### config.mk
export PLATFORM = sky130hd
export DESIGN_NAME = irq_pick_top
export DESIGN_NICKNAME = d
export VERILOG_FILES = /design/src/rtl/irq_pick_pkg.sv /design/src/rtl/irq_pick_elig.sv /design/src/rtl/irq_pick_node.sv /design/src/rtl/irq_pick_tree.sv /design/src/rtl/irq_pick_top.sv
export SDC_FILE = /design/constraint.sdc
export NUM_CORES = 1
export LEC_CHECK = 0
export BUFFER_PORTS_ARGS = -buffer_cell sky130_fd_sc_hd__buf_2
export CAP_MARGIN = 10
export CORE_MARGIN = 5
export CORE_UTILIZATION = 40
export CTS_CLUSTER_SIZE = 40
export DETAILED_ROUTE_END_ITERATION = 16
export PLACE_DENSITY_LB_ADDON = 0.3
export REMOVE_ABC_BUFFERS = 1
export SLEW_MARGIN = 20
export SYNTH_ARGS = -nofsm -noshare
export SYNTH_HDL_FRONTEND = slang
export SYNTH_SLANG_ARGS = --single-unit
### constraint.sdc
create_clock -name clk -period 0.8 [get_ports clk]
set_clock_uncertainty 0.15 [all_clocks]
set_input_delay 0.04 -clock clk [delete_from_list [all_inputs] [get_ports clk]]
set_output_delay 0.04 -clock clk [all_outputs]
set_load 0.01 [all_outputs]
### src/rtl/irq_pick_pkg.sv
package irq_pick_pkg;

    localparam int WORD_BITS = 32;

    // Number of 32-bit words needed to hold one bit per source
    function automatic int word_count(input int nsrc);
        return (nsrc + WORD_BITS - 1) / WORD_BITS;
    endfunction

    // Bits needed to name any source number 0 .. nsrc-1
    function automatic int id_width(input int nsrc);
        return (nsrc <= 2) ? 1 : $clog2(nsrc);
    endfunction

    // Leaf count of the comparison tree: next power of two
    function automatic int leaf_count(input int nsrc);
        return (nsrc <= 1) ? 1 : (1 << $clog2(nsrc));
    endfunction

endpackage

### src/rtl/irq_pick_elig.sv
module irq_pick_elig #(
    parameter int NUM_SRC = 40,
    parameter int NWORD   = irq_pick_pkg::word_count(NUM_SRC)
) (
    input  logic [NWORD*32-1:0] pend_words,
    input  logic [NWORD*32-1:0] claim_words,
    input  logic [NWORD*32-1:0] en_words,
    output logic [NUM_SRC-1:0]  elig
);

    localparam int FLAT_W = NWORD * 32;

    // Per word, per bit: source n lives at word n/32, bit n%32
    for (genvar w = 0; w < NWORD; w++) begin : g_word
        for (genvar b = 0; b < 32; b++) begin : g_bit
            localparam int SRC = w * 32 + b;
            if (SRC == 0) begin : g_reserved
                // source 0 is never a candidate
                assign elig[0] = 1'b0;
            end else if (SRC < NUM_SRC) begin : g_live
                // pending, not in service, enabled
                assign elig[SRC] = pend_words[SRC] & ~claim_words[SRC] & en_words[SRC];
            end
        end
    end

    // Bits with no source behind them are deliberately left unread
    logic unused_src0;
    assign unused_src0 = pend_words[0] ^ claim_words[0] ^ en_words[0];

    if (FLAT_W > NUM_SRC) begin : g_pad
        logic unused_pad;
        assign unused_pad = ^{pend_words[FLAT_W-1:NUM_SRC],
                              claim_words[FLAT_W-1:NUM_SRC],
                              en_words[FLAT_W-1:NUM_SRC]};
    end

endmodule

### src/rtl/irq_pick_node.sv
module irq_pick_node #(
    parameter int PRIO_W = 3,
    parameter int ID_W   = 6
) (
    input  logic              lo_vld,
    input  logic [PRIO_W-1:0] lo_pr,
    input  logic [ID_W-1:0]   lo_id,
    input  logic              hi_vld,
    input  logic [PRIO_W-1:0] hi_pr,
    input  logic [ID_W-1:0]   hi_id,
    output logic              out_vld,
    output logic [PRIO_W-1:0] out_pr,
    output logic [ID_W-1:0]   out_id
);

    // The "lo" side always covers lower source numbers than the "hi" side.
    // The hi side wins only on a strictly greater priority.
    logic take_hi;

    always_comb begin
        take_hi = hi_vld && (!lo_vld || (hi_pr > lo_pr));
        if (take_hi) begin
            out_vld = 1'b1;
            out_pr  = hi_pr;
            out_id  = hi_id;
        end else begin
            out_vld = lo_vld;
            out_pr  = lo_pr;
            out_id  = lo_id;
        end
    end

endmodule

### src/rtl/irq_pick_tree.sv
module irq_pick_tree #(
    parameter int NUM_SRC = 40,
    parameter int PRIO_W  = 3,
    parameter int ID_W    = irq_pick_pkg::id_width(NUM_SRC)
) (
    input  logic [NUM_SRC-1:0]        elig,
    input  logic [NUM_SRC*PRIO_W-1:0] prio_flat,
    input  logic [PRIO_W-1:0]         thresh,
    output logic                      best_vld,
    output logic [ID_W-1:0]           best_id
);

    localparam int LEAVES = irq_pick_pkg::leaf_count(NUM_SRC);
    localparam int NODES  = 2 * LEAVES - 1;
    localparam int FIRST_LEAF = LEAVES - 1;

    // Heap layout: node i has children 2i+1 (lower IDs) and 2i+2
    logic              nd_vld [NODES];
    logic [PRIO_W-1:0] nd_pr  [NODES];
    logic [ID_W-1:0]   nd_id  [NODES];

    // Leaves: a candidate enters the tree only above the threshold
    for (genvar k = 0; k < LEAVES; k++) begin : g_leaf
        if (k < NUM_SRC) begin : g_real
            assign nd_vld[FIRST_LEAF+k] = elig[k] && (prio_flat[k*PRIO_W +: PRIO_W] > thresh);
            assign nd_pr[FIRST_LEAF+k]  = prio_flat[k*PRIO_W +: PRIO_W];
            assign nd_id[FIRST_LEAF+k]  = ID_W'(k);
        end else begin : g_empty
            assign nd_vld[FIRST_LEAF+k] = 1'b0;
            assign nd_pr[FIRST_LEAF+k]  = '0;
            assign nd_id[FIRST_LEAF+k]  = '0;
        end
    end

    // Internal comparison nodes
    for (genvar i = 0; i < FIRST_LEAF; i++) begin : g_node
        irq_pick_node #(
            .PRIO_W (PRIO_W),
            .ID_W   (ID_W)
        ) u_node (
            .lo_vld  (nd_vld[2*i+1]),
            .lo_pr   (nd_pr[2*i+1]),
            .lo_id   (nd_id[2*i+1]),
            .hi_vld  (nd_vld[2*i+2]),
            .hi_pr   (nd_pr[2*i+2]),
            .hi_id   (nd_id[2*i+2]),
            .out_vld (nd_vld[i]),
            .out_pr  (nd_pr[i]),
            .out_id  (nd_id[i])
        );
    end

    // no surviving candidate means ID 0
    assign best_vld = nd_vld[0];
    assign best_id  = nd_vld[0] ? nd_id[0] : '0;

    logic unused_root_pr;
    assign unused_root_pr = ^nd_pr[0];

endmodule

### src/rtl/irq_pick_top.sv
module irq_pick_top #(
    parameter int NUM_SRC = 40,
    parameter int PRIO_W  = 3,
    parameter int NWORD   = irq_pick_pkg::word_count(NUM_SRC),
    parameter int ID_W    = irq_pick_pkg::id_width(NUM_SRC)
) (
    input  logic                      clk,
    input  logic                      rst_n,
    input  logic [NWORD*32-1:0]       pend_words,
    input  logic [NWORD*32-1:0]       claim_words,
    input  logic [NWORD*32-1:0]       en_words,
    input  logic [NUM_SRC*PRIO_W-1:0] prio_flat,
    input  logic [PRIO_W-1:0]         thresh,
    output logic [ID_W-1:0]           win_id,
    output logic                      irq_req
);

    logic [NUM_SRC-1:0] elig;
    logic               best_vld;
    logic [ID_W-1:0]    best_id;

    irq_pick_elig #(
        .NUM_SRC (NUM_SRC),
        .NWORD   (NWORD)
    ) u_elig (
        .pend_words  (pend_words),
        .claim_words (claim_words),
        .en_words    (en_words),
        .elig        (elig)
    );

    irq_pick_tree #(
        .NUM_SRC (NUM_SRC),
        .PRIO_W  (PRIO_W),
        .ID_W    (ID_W)
    ) u_tree (
        .elig      (elig),
        .prio_flat (prio_flat),
        .thresh    (thresh),
        .best_vld  (best_vld),
        .best_id   (best_id)
    );

    // one register stage; R9: asynchronous clear
    always_ff @(posedge clk or negedge rst_n) begin
        if (!rst_n) begin
            win_id  <= '0;
            irq_req <= 1'b0;
        end else begin
            win_id  <= best_id;
            irq_req <= best_vld;
        end
    end

endmodule

==> results_tabular.tex, run 1 <==
\begin{tabular}{lr}
\hline
Metric & Value \\
\hline
\multicolumn{2}{l}{\textbf{Yosys}} \\
Post-Synthesis Cells & roughly 1000 \\
Avg Cell Area, Syn & 8.064 um2 \\
Number of enable flip-flop cells after synthesis & 0 \\
Count of yosys warnings during synthesis & 0 \\
Post-synthesis cell type count & 72 \\
Most repeated cell in the gate-level netlist after synthesis & sky130\_fd\_sc\_hd\_\_ha\_1 \\
Synth Flop Type & sky130\_fd\_sc\_hd\_\_dfrtp\_1 \\
Part of the Yosys area used for sequential elements & $\sim$2.1\% \\
Synthesized cell area & 0.008305 mm2 \\
Asr flop ratio synth & 100.0\% \\
Post-synthesis sequential element count & 7 \\
Area share of the largest cell type after synthesis & 34.80\% \\
Area contributors post-synth & sky130\_fd\_sc\_hd\_\_ha\_1 35\%, sky130\_fd\_sc\_hd\_\_mux2i\_1 10\%, sky130\_fd\_sc\_hd\_\_inv\_1 8.0\%, sky130\_fd\_sc\_hd\_\_nor2b\_1 4.0\%, sky130\_fd\_sc\_hd\_\_mux2\_2 3.4\% \\
Leading cell types by count after synthesis & 231 x sky130\_fd\_sc\_hd\_\_ha\_1, 176 x sky130\_fd\_sc\_hd\_\_inv\_1, 84 x sky130\_fd\_sc\_hd\_\_mux2i\_1, 53 x sky130\_fd\_sc\_hd\_\_nor2b\_1, 49 x sky130\_fd\_sc\_hd\_\_nand2\_1 \\
Largest area contributor in the synthesized netlist & sky130\_fd\_sc\_hd\_\_ha\_1 \\
\multicolumn{2}{l}{\textbf{Critical path}} \\
Critical path's largest stage delay & 370 ps \\
Data required time at the worst endpoint & 800 ps \\
Library cell appearing most often on the critical path & sky130\_fd\_sc\_hd\_\_buf\_4 \\
Worst setup path class & in -> reg \\
Kind of start point of the critical path & primary input \\
Endpoint arrival time on the critical path & 8170 ps \\
Maximum fanout count along the critical path & 4 \\
Crit-path slowest cell & sky130\_fd\_sc\_hd\_\_a311oi\_2 \\
Nature of the critical path endpoint & register \\
\multicolumn{2}{l}{\textbf{Cells and area}} \\
Fraction of layout instances using a drive strength above 1 & 57.58\% \\
Final-stage net count & 2364 \\
Growth of design area from synthesis to finish & 87.63\% \\
\multicolumn{2}{l}{\textbf{CTS}} \\
Number of buffers inserted during clock tree synthesis & 3 \\
Clock input transition at the sequential cells of the worst setup and hold paths & 40 ps \\
Clock tree from TritonCTS & built \\
CTS max path bufs & 2 \\
Clock Sink Count & 7 \\
Cell chosen for the clock root & sky130\_fd\_sc\_hd\_\_clkbuf\_16 \\
H-tree depth & 1 \\
\multicolumn{2}{l}{\textbf{Status}} \\
Status & complete, but fails checks \\
Violated checks & setup timing \\
\multicolumn{2}{l}{\textbf{Timing}} \\
Worst hold-check slack & 29.15 ps \\
Clock period minus final worst setup slack & 8174 ps \\
Highest clock rate & 122.3 MHz \\
Final worst-path cycle share & 1022\% \\
Worst slew margin relative to its limit & about three quarters \\
Unrepaired setup endpoints after global routing & yes \\
Pins over their slew limit & 0 \\
Endpoints failing hold & 0 \\
Slack of the critical path & -7374 ps \\
Sum of negative setup slack & -46270 ps \\
Measured slew at the worst slew-check pin & 396.0 ps \\
Final Setup Violations & 14 \\
\multicolumn{2}{l}{\textbf{Floorplanning}} \\
Number of standard-cell rows in the floorplan & 52 \\
Die height & between 150 and 200 um \\
DIE AREA & about 0.024 mm2 \\
Core Footprint & 0.02036 mm2 \\
Number of I/O pins & 324 \\
Die X & 154.1 um \\
Initial standard-cell utilization of the core & 40.78\% \\
\multicolumn{2}{l}{\textbf{Placement}} \\
Placer's final routability congestion estimate & 0.8922 \\
Total of buffers placed on input and output ports & 248 \\
Final HPWL DP & 22.95 mm \\
\multicolumn{2}{l}{\textbf{Routing}} \\
Antenna Nets Post-Route & 0 \\
Detailed router's first-iteration violation count & 493 \\
Detailed-route DRC error count & 0 \\
Vias & roughly 11000 \\
Routed wire length & 34.96 mm \\
Number of optimization iterations in the first detailed-route pass & 5 \\
Average wire per cell in the routed design & 16.76 um \\
DR vias/cell & $\sim$5.3 \\
\multicolumn{2}{l}{\textbf{Global route}} \\
Antenna violations before repair & 1 \\
First-pass GRT wire length & 52.45 mm \\
Congestion Overflow GR & 0 \\
Pin count of the biggest net entering global routing & 20 \\
Global router's overall resource usage & 26.03\% \\
Number of global-route vias before repair & 11400 \\
\multicolumn{2}{l}{\textbf{Power}} \\
Power density over cell area & 968.2 mW/mm2 \\
Worst-case vdd ir drop & approximately 770 uV \\
Static power due to leakage & approximately 8.3 nW \\
\multicolumn{2}{l}{\textbf{Run}} \\
Max-cap violations & 0 \\
\multicolumn{2}{l}{\textbf{Min path}} \\
Path type of the worst min-delay path & in -> async \\
\hline
\end{tabular}
[cell type report]
class | count | area, um2
Inverter | 178 | 690.7
Timing Repair Buffer | 784 | 5577
Tap cell | 270 | 337.8
Sequential cell | 7 | 175.2
Multi-Input combinational cell | 842 | 8722
Clock buffer | 4 | 78.83
Fill cell | 1315 | 4781
Antenna cell | 1 | 2.502
[cells by family (layout without fill, tap and decap cells)]
family                   Yosys count  after routing  share of synthesized area [%]
AO/OA/AOI/OAI                    260            260                          22.75
adder cells (fa/ha/maj)          231            231                          34.80
buffers and inverters            181            966                          8.301
flip-flops                         7              7                          2.109
multiplexers                     120            120                          15.74
other                              0              1                              0
AND/OR/NAND/NOR                  231            231                          16.30
[through the flow]
step / setup slack, ps / cells / utilization [%] / power (W) / instance area (um2)
after global routing: -7508 / 2085 / 76.51 / 0.01616 / 15580
final: -7374 / 2086 / 76.52 / 0.01509 / 15580
after detailed placement: -7960 / 1899 / 61.79 / 0.009750 / 12580
after global placement: -7534 / 1899 / 61.79 / 0.009420 / 12580
after CTS: -6758 / 2069 / 73.86 / 0.01356 / 15040
after floorplan: -7732 / 1027 / - / 0.005429 / 8284
[state kept, by name, summed over array words and instances, names as in the netlist]
signal / count
irq_req: 1
win_id: 6
[report_power, final]
group          internal, W  total [W]  switching, W
sequential        0.000498   0.000582     0.0000841
clock             0.000664   0.000867      0.000202
combinational      0.00765     0.0136       0.00599
total              0.00881     0.0151       0.00628
[worst paths after layout]
path | from | to | slack [ps] | cells past startpoint
min | rst_n | win_id[0]$_DFF_PN0_ | 30 | 2
max | thresh[2] | win_id[0]$_DFF_PN0_ | -7370 | 59
min in group clk | claim_words[39] | win_id[0]$_DFF_PN0_ | 470 | 7
max in group asynchronous | rst_n | win_id[5]$_DFF_PN0_ | 310 | 2
[placed cells by master, fill, tap and decap left out, types with 21 or more instances in the layout]
master / count
sky130_fd_sc_hd__buf_4: 508
sky130_fd_sc_hd__buf_2: 241
sky130_fd_sc_hd__ha_1: 180
sky130_fd_sc_hd__inv_1: 167
sky130_fd_sc_hd__nand2_1: 47
sky130_fd_sc_hd__mux2i_1: 45
sky130_fd_sc_hd__nor2b_1: 43
sky130_fd_sc_hd__ha_4: 43
sky130_fd_sc_hd__nand3_1: 38
sky130_fd_sc_hd__o21ai_0: 36
sky130_fd_sc_hd__o21a_1: 30
sky130_fd_sc_hd__a21oi_1: 28
sky130_fd_sc_hd__mux2i_2: 24
sky130_fd_sc_hd__o21ai_2: 22
sky130_fd_sc_hd__o21ai_1: 22
sky130_fd_sc_hd__mux2i_4: 21
sky130_fd_sc_hd__nor2_1: 21
[critical path: cells and delay by family]
family	cells	cell delay [ps]
AOI/OAI and AO/OA	9	1580
adders and majority gates	2	500
buffers and inverters	45	5450
muxes	2	450
and+or+nand+nor	1	140
[layer usage]
| layer | vias up | track usage [%] | wire length (um) |
|---|---|---|---|
| met5 | - | 0 | 0 |
| met4 | 0 | 8.495 | 1362 |
| met2 | 378 | 49.60 | 18080 |
| li1 | 5349 | - | - |
| met1 | 5148 | 29.51 | 13810 |
| met3 | 115 | 3.654 | 1706 |
[timing repair]
| item | in CTS | in global routing |
|---|---|---|
| resized for setup | 177 | 81 |
| buffers inserted | 161 | 17 |
| hold buffers | 1 | 0 |
| pin swaps | 70 | 22 |
| cloned | 4 | 0 |
| setup endpoints to repair | 14 | 14 |
| endpoints found under the hold margin | 7 | 0 |
(Power assumes the default switching activity.)
==> run 2: changes to the inputs <==
--- a/config.mk
+++ b/config.mk
@@ -9,9 +9,10 @@
 export CAP_MARGIN = 10
 export CORE_MARGIN = 5
 export CORE_UTILIZATION = 40
+export CTS_BUF_LIST = sky130_fd_sc_hd__clkbuf_4 sky130_fd_sc_hd__clkbuf_8 sky130_fd_sc_hd__clkbuf_16
 export CTS_CLUSTER_SIZE = 40
 export DETAILED_ROUTE_END_ITERATION = 16
-export PLACE_DENSITY_LB_ADDON = 0.3
+export PLACE_DENSITY = 0.68
 export REMOVE_ABC_BUFFERS = 1
 export SLEW_MARGIN = 20
 export SYNTH_ARGS = -nofsm -noshare
==> run 2 against run 1 <==
Compared with the run above: the flow still finishes with violations (setup timing); design area fell by 0.55%; total power grew 1.8%; worst hold slack improved by 69 ps; first-iteration DRC count up 8.7%; core utilization down 0.42 points; combinational power hardly changed; sequential power increased by 0.9%; clock-buffer cell count unchanged; critical path type unchanged; largest cell class unchanged.
==> results_tabular.tex, run 2 (synthesized netlist as in run 1, its figures left out) <==
\begin{tabular}{lr}
\hline
Metric & Value \\
\hline
\multicolumn{2}{l}{\textbf{Status}} \\
Status & complete, but fails checks \\
Violated checks & setup timing \\
\multicolumn{2}{l}{\textbf{Floorplanning}} \\
Die height & 154.1 um \\
Number of I/O pins & 324 \\
Die X & 154.1 um \\
Initial standard-cell utilization of the core & 40.78\% \\
DIE AREA & 0.02375 mm2 \\
Core Footprint & 0.02036 mm2 \\
Number of standard-cell rows in the floorplan & 52 \\
\multicolumn{2}{l}{\textbf{Run}} \\
Max-cap violations & 0 \\
\multicolumn{2}{l}{\textbf{Routing}} \\
Routed wire length & 38.50 mm \\
Antenna Nets Post-Route & 0 \\
Vias & roughly 11000 \\
Average wire per cell in the routed design & 18.60 um \\
Detailed router's first-iteration violation count & 536 \\
Detailed-route DRC error count & 0 \\
DR vias/cell & between 5 and 6 \\
Number of optimization iterations in the first detailed-route pass & 5 \\
\multicolumn{2}{l}{\textbf{Cells and area}} \\
Top register by number of flip-flops & win\_id \\
\# fillers & 1315 \\
Core occupancy in the finished layout & 76.10\% \\
Growth of design area from synthesis to finish & 86.59\% \\
Top library cells by usage in the layout, fill and taps aside & 493 x sky130\_fd\_sc\_hd\_\_buf\_4, 240 x sky130\_fd\_sc\_hd\_\_buf\_2, 187 x sky130\_fd\_sc\_hd\_\_ha\_1, 166 x sky130\_fd\_sc\_hd\_\_inv\_1, 51 x sky130\_fd\_sc\_hd\_\_mux2i\_1 \\
Most common cell after layout, fill and taps aside & sky130\_fd\_sc\_hd\_\_buf\_4 \\
Area occupied by multi-input gates & 0.008706 mm2 \\
Flip-flop count of the largest register after layout & 6 \\
\# diodes & 0 \\
Sequential cell area & around 180 um2 \\
Post-layout instance area & between 0.015 and 0.02 mm2 \\
Leading registers by flop count & win\_id (6), irq\_req (1) \\
Final-stage net count & 2349 \\
Fraction of layout instances using a drive strength above 1 & approximately 57\% \\
\multicolumn{2}{l}{\textbf{Placement}} \\
Placer's final routability congestion estimate & 0.9338 \\
Placement Setup Slack & -7638 ps \\
Cell area after placement & roughly 0.012 mm2 \\
Final HPWL DP & between 20 and 25 mm \\
Total of buffers placed on input and output ports & $\sim$250 \\
\multicolumn{2}{l}{\textbf{Timing}} \\
Endpoints failing hold & 0 \\
Worst hold-check slack & approximately 98 ps \\
Slack of the critical path & -7551 ps \\
Final Setup Violations & 14 \\
Highest clock rate & 119.8 MHz \\
Measured slew at the worst slew-check pin & 501.1 ps \\
Worst slew margin relative to its limit & 66.39\% \\
Clock period minus final worst setup slack & about 8400 ps \\
Pins over their slew limit & 0 \\
Final worst-path cycle share & 1044\% \\
Unrepaired setup endpoints after global routing & yes \\
\multicolumn{2}{l}{\textbf{Critical path}} \\
Maximum fanout count along the critical path & 6 \\
Worst setup path class & in -> reg \\
Critical path's largest stage delay & 350 ps \\
Nature of the critical path endpoint & register \\
Endpoint arrival time on the critical path & approximately 8300 ps \\
Data required time at the worst endpoint & 790 ps \\
Kind of start point of the critical path & primary input \\
Crit-path slowest cell & sky130\_fd\_sc\_hd\_\_mux2i\_2 \\
Library cell appearing most often on the critical path & sky130\_fd\_sc\_hd\_\_a21oi\_2 \\
\multicolumn{2}{l}{\textbf{Global route}} \\
Pin count of the biggest net entering global routing & 12 \\
First-pass GRT wire length & $\sim$57 mm \\
Congestion Overflow GR & 0 \\
Global router's overall resource usage & 28.70\% \\
Antenna violations before repair & 1 \\
Number of global-route vias before repair & 12020 \\
\multicolumn{2}{l}{\textbf{Power}} \\
Static power due to leakage & 8.290 nW \\
Worst-case vdd ir drop & 697.8 uV \\
Power density over cell area & 990.8 mW/mm2 \\
\multicolumn{2}{l}{\textbf{CTS}} \\
Clock Sink Count & 7 \\
Clock tree from TritonCTS & built \\
Cell chosen for the clock root & sky130\_fd\_sc\_hd\_\_clkbuf\_16 \\
Clock input transition at the sequential cells of the worst setup and hold paths & 30 ps \\
CTS max path bufs & 2 \\
Number of buffers inserted during clock tree synthesis & 3 \\
H-tree depth & 1 \\
\multicolumn{2}{l}{\textbf{Min path}} \\
Path type of the worst min-delay path & in -> async \\
\hline
\end{tabular}
[run 2: changes by cell type in the layout (fill, tap and decap cells not counted), moves of 3 or more]
cell	before	now
sky130_fd_sc_hd__buf_12	8	11
sky130_fd_sc_hd__buf_16	2	6
sky130_fd_sc_hd__buf_4	508	493
sky130_fd_sc_hd__buf_8	5	2
sky130_fd_sc_hd__ha_1	180	187
sky130_fd_sc_hd__ha_2	8	3
sky130_fd_sc_hd__inv_2	7	10
sky130_fd_sc_hd__mux2i_1	45	51
sky130_fd_sc_hd__mux2i_4	21	17
sky130_fd_sc_hd__nand3_1	38	35
sky130_fd_sc_hd__nand3_2	4	7
[run 2: worst max-delay path: cells and delay by family]
kind	cells	cell delay [ps]
AND/OR/NAND/NOR	8	930
buffers and inverters	8	900
multiplexers	5	1510
adder cells (fa/ha/maj)	6	1600
AO/OA/AOI/OAI	20	3350
[run 2: timing repair]
| action | CTS | global route |
|---|---|---|
| pin swaps | 66 | 48 |
| endpoints found under the setup margin | 14 | 14 |
| resized for setup | 180 | 79 |
| endpoints found under the hold margin | 7 | 0 |
| hold buffers | 1 | 0 |
| gates cloned | 6 | 0 |
| buffers inserted | 158 | 20 |
[run 2: routing by layer]
layer	global-route usage, %	share of wire [%]	vias up
li1	-	-	5318
met1	30.99	37	5235
met2	52.81	50	489
met3	4.216	6.5	200
met4	16.74	7.0	2
met5	0	0.029	-
[run 2: report_power, final]
group | leakage, nW | switching [W] | internal [W] | total [W]
Sequential | 0.0871 | 0.0000886 | 0.000498 | 0.000587
Clock | 0.0416 | 0.000168 | 0.000695 | 0.000863
Combinational | 8.16 | 0.00623 | 0.00767 | 0.0139
Total | 8.29 | 0.00649 | 0.00887 | 0.0154
[run 2: cell type report]
| type | instances | area share (%) |
|---|---|---|
| clock buffers | 4 | 0.5329 |
| inverters | 178 | 4.440 |
| multi-input cells | 842 | 56.18 |
| flip-flops and latches | 7 | 1.130 |
| well taps | 270 | 2.180 |
| repair buffers | 769 | 35.54 |
[run 2: stage by stage]
step,power [W],TNS [ps],cells
floorplan,0.005429,-46760,1027
global route,0.01640,-48650,2070
finish,0.01536,-47300,2070
CTS,0.01372,-42710,2053
global placement,0.009297,-44550,1884
detailed placement,0.009652,-46650,1884
[run 2: final timing paths]
kind,slack (ps),from,cells past startpoint,endpoint
max,-7550,thresh[1],47,win_id[0]$_DFF_PN0_
min in group clk,440,claim_words[33],7,win_id[0]$_DFF_PN0_
min,100,rst_n,2,win_id[2]$_DFF_PN0_
max in group asynchronous,250,rst_n,2,win_id[5]$_DFF_PN0_
==> run 3: changes to the inputs <==
--- a/config.mk
+++ b/config.mk
@@ -13,6 +13,7 @@
 export CTS_CLUSTER_SIZE = 40
 export DETAILED_ROUTE_END_ITERATION = 16
 export PLACE_DENSITY = 0.68
+export RECOVER_POWER = 50
 export REMOVE_ABC_BUFFERS = 1
 export SLEW_MARGIN = 20
 export SYNTH_ARGS = -nofsm -noshare
==> run 3 against run 2 <==
Compared with the run above: the run still ends with setup timing left; sequential share of layout area unchanged; clock power about the same; non-clock buffer count unchanged; sequential power about the same; worst setup slack got worse by 7.1 ps; critical path type unchanged; largest cell class unchanged; largest power group unchanged.
==> results_tabular.tex, run 3 (synthesized netlist as in run 1, its figures left out) <==
\begin{tabular}{lr}
\hline
Metric & Value \\
\hline
\multicolumn{2}{l}{\textbf{Floorplanning}} \\
Die height & 154.1 um \\
DIE AREA & about 0.024 mm2 \\
Die X & 154.1 um \\
Number of standard-cell rows in the floorplan & 52 \\
Core Footprint & about 0.02 mm2 \\
Initial standard-cell utilization of the core & 40.78\% \\
Number of I/O pins & between 300 and 400 \\
\multicolumn{2}{l}{\textbf{CTS}} \\
Clock input transition at the sequential cells of the worst setup and hold paths & roughly 30 ps \\
Clock Sink Count & 7 \\
H-tree depth & 1 \\
Number of buffers inserted during clock tree synthesis & 3 \\
Clock tree from TritonCTS & built \\
Cell chosen for the clock root & sky130\_fd\_sc\_hd\_\_clkbuf\_16 \\
CTS max path bufs & 2 \\
\multicolumn{2}{l}{\textbf{Placement}} \\
Placement Setup Slack & -7638 ps \\
Cell area after placement & approximately 0.012 mm2 \\
Final HPWL DP & between 20 and 25 mm \\
Total of buffers placed on input and output ports & 248 \\
Cell total after placement & 1884 \\
Placer's final routability congestion estimate & just over 0.9 \\
\multicolumn{2}{l}{\textbf{Cells and area}} \\
Post-layout instance area & approximately 0.015 mm2 \\
Fraction of layout instances using a drive strength above 1 & a little under three fifths \\
Top library cells by usage in the layout, fill and taps aside & 493 x sky130\_fd\_sc\_hd\_\_buf\_4, 239 x sky130\_fd\_sc\_hd\_\_buf\_2, 187 x sky130\_fd\_sc\_hd\_\_ha\_1, 166 x sky130\_fd\_sc\_hd\_\_inv\_1, 51 x sky130\_fd\_sc\_hd\_\_mux2i\_1 \\
\# diodes & 0 \\
\# fillers & 1315 \\
Final cell count without fillers & around 2100 \\
Top register by number of flip-flops & win\_id \\
Leading registers by flop count & win\_id (6), irq\_req (1) \\
Final-stage net count & approximately 2300 \\
Growth of design area from synthesis to finish & 86.59\% \\
Flip-flop count of the largest register after layout & 6 \\
Most common cell after layout, fill and taps aside & sky130\_fd\_sc\_hd\_\_buf\_4 \\
\multicolumn{2}{l}{\textbf{Timing}} \\
Unrepaired setup endpoints after global routing & yes \\
Final Setup Violations & 14 \\
Measured slew at the worst slew-check pin & 479.7 ps \\
Slack of the critical path & -7558 ps \\
Endpoints failing hold & 0 \\
Clock period minus final worst setup slack & 8358 ps \\
Worst slew margin relative to its limit & between 60 and 70\% \\
Highest clock rate & 119.6 MHz \\
Final worst-path cycle share & 1045\% \\
Pins over their slew limit & 0 \\
\multicolumn{2}{l}{\textbf{Power}} \\
Power density over cell area & 991.3 mW/mm2 \\
Switching share of total power & 42.28\% \\
Net switching power & 0.006496 W \\
Worst-case vdd ir drop & between 600 and 700 uV \\
Clk pwr share & 5.6\% \\
Sequential group share of total power & roughly 3.8\% \\
Combinational share of power & 90.6\% \\
Static power due to leakage & 8.290 nW \\
Internal & 0.008867 W \\
\multicolumn{2}{l}{\textbf{Critical path}} \\
Worst path bufs/invs & 8 \\
Nature of the critical path endpoint & register \\
Endpoint of the most critical setup path & win\_id[0]\$\_DFF\_PN0\_ \\
Data required time at the worst endpoint & 790 ps \\
Crit-path slowest cell & sky130\_fd\_sc\_hd\_\_mux2i\_2 \\
Critical path's largest stage delay & between 300 and 400 ps \\
Startpoint of the worst setup timing path & thresh[1] \\
Endpoint arrival time on the critical path & 8350 ps \\
Worst setup path class & in -> reg \\
Maximum fanout count along the critical path & 6 \\
CP delay by family, top & compound AO/OA/AOI/OAI gates \\
Kind of start point of the critical path & primary input \\
Library cell appearing most often on the critical path & sky130\_fd\_sc\_hd\_\_a21oi\_2 \\
Count of cell instances traversed by the critical path & 47 \\
\multicolumn{2}{l}{\textbf{Status}} \\
Violated checks & setup timing \\
Status & complete, but fails checks \\
\multicolumn{2}{l}{\textbf{Routing}} \\
Detailed-route DRC error count & 0 \\
Average wire per cell in the routed design & 18.63 um \\
Number of optimization iterations in the first detailed-route pass & 5 \\
Detailed router's first-iteration violation count & about 560 \\
Vias & 11210 \\
DR vias/cell & 5.415 \\
Antenna Nets Post-Route & 0 \\
Routed wire length & 38.56 mm \\
\multicolumn{2}{l}{\textbf{Global route}} \\
Pin count of the biggest net entering global routing & 12 \\
Global router's overall resource usage & 28.70\% \\
Number of global-route vias before repair & roughly 12000 \\
Antenna violations before repair & 1 \\
Congestion Overflow GR & 0 \\
First-pass GRT wire length & approximately 57 mm \\
\multicolumn{2}{l}{\textbf{Run}} \\
Max-cap violations & 0 \\
\multicolumn{2}{l}{\textbf{Min path}} \\
Path type of the worst min-delay path & in -> async \\
\hline
\end{tabular}
-- run 3: changes by cell type in the layout (fill, tap and decap cells not counted) --
cell                       before  now
sky130_fd_sc_hd__buf_2        240  239
sky130_fd_sc_hd__clkbuf_2       0    1
-- run 3: routing by layer --
| metal | routed length (um) | GRT usage [%] | vias up |
|---|---|---|---|
| met2 | 19230 | 52.81 | 491 |
| met3 | 2438 | 4.216 | 191 |
| met5 | 11 | 0 | - |
| met1 | 14250 | 30.99 | 5209 |
| met4 | 2626 | 16.74 | 2 |
| li1 | - | - | 5316 |
-- run 3: worst min-delay path by stage --
| stage | from | slack [ps] | endpoint | cells after the start |
|---|---|---|---|---|
| CTS | rst_n | 80 | win_id[1]$_DFF_PN0_ | 2 |
| global route | rst_n | 130 | win_id[1]$_DFF_PN0_ | 2 |
| detailed placement | rst_n | -270 | win_id[1]$_DFF_PN0_ | 1 |
| floorplan | rst_n | -410 | irq_req$_DFF_PN0_ | 0 |
| global placement | rst_n | -280 | win_id[3]$_DFF_PN0_ | 1 |
| finish | rst_n | 110 | win_id[2]$_DFF_PN0_ | 2 |
-- run 3: cell type report --
type	instances	area [um2]	share of cell area (%)
Clock buffer	4	82.58	0.5329
Tap cell	270	337.8	2.180
Sequential cell	7	175.2	1.130
Multi-Input combinational cell	842	8706	56.18
Timing Repair Buffer	769	5508	35.54
Inverter	178	688.2	4.440
-- run 3: power by group through the flow --
stage / sequential [W] / clock, W / combinational (W)
3_3_place_gp: 0.000559 / 0 / 0.00874
4_1_cts: 0.000585 / 0.000874 / 0.0123
2_1_floorplan: 0.000612 / 0 / 0.00482
6_report: 0.000586 / 0.000864 / 0.0139
3_5_place_dp: 0.000561 / 0 / 0.00909
5_1_grt: 0.000592 / 0.000900 / 0.0149
-- run 3: repair_timing --
| item | CTS | global route |
|---|---|---|
| hold buffers | 1 | 0 |
| setup endpoints to repair | 14 | 14 |
| cloned | 6 | 0 |
| resized for setup | 180 | 79 |
| buffers inserted | 158 | 20 |
| hold endpoints to repair | 7 | 0 |
| pin swaps | 66 | 48 |
-- run 3: stage by stage --
stage                     TNS [ps]  utilization, %  power (W)  hold WS [ps]
final                       -47300           76.10    0.01536         111.6
after global routing        -48650           76.10    0.01640         126.1
after CTS                   -42710           73.11    0.01372         81.54
after detailed placement    -46650           61.24   0.009652        -273.5
after global placement      -44550           61.24   0.009297        -276.8
after floorplan             -46760               -   0.005429        -405.6
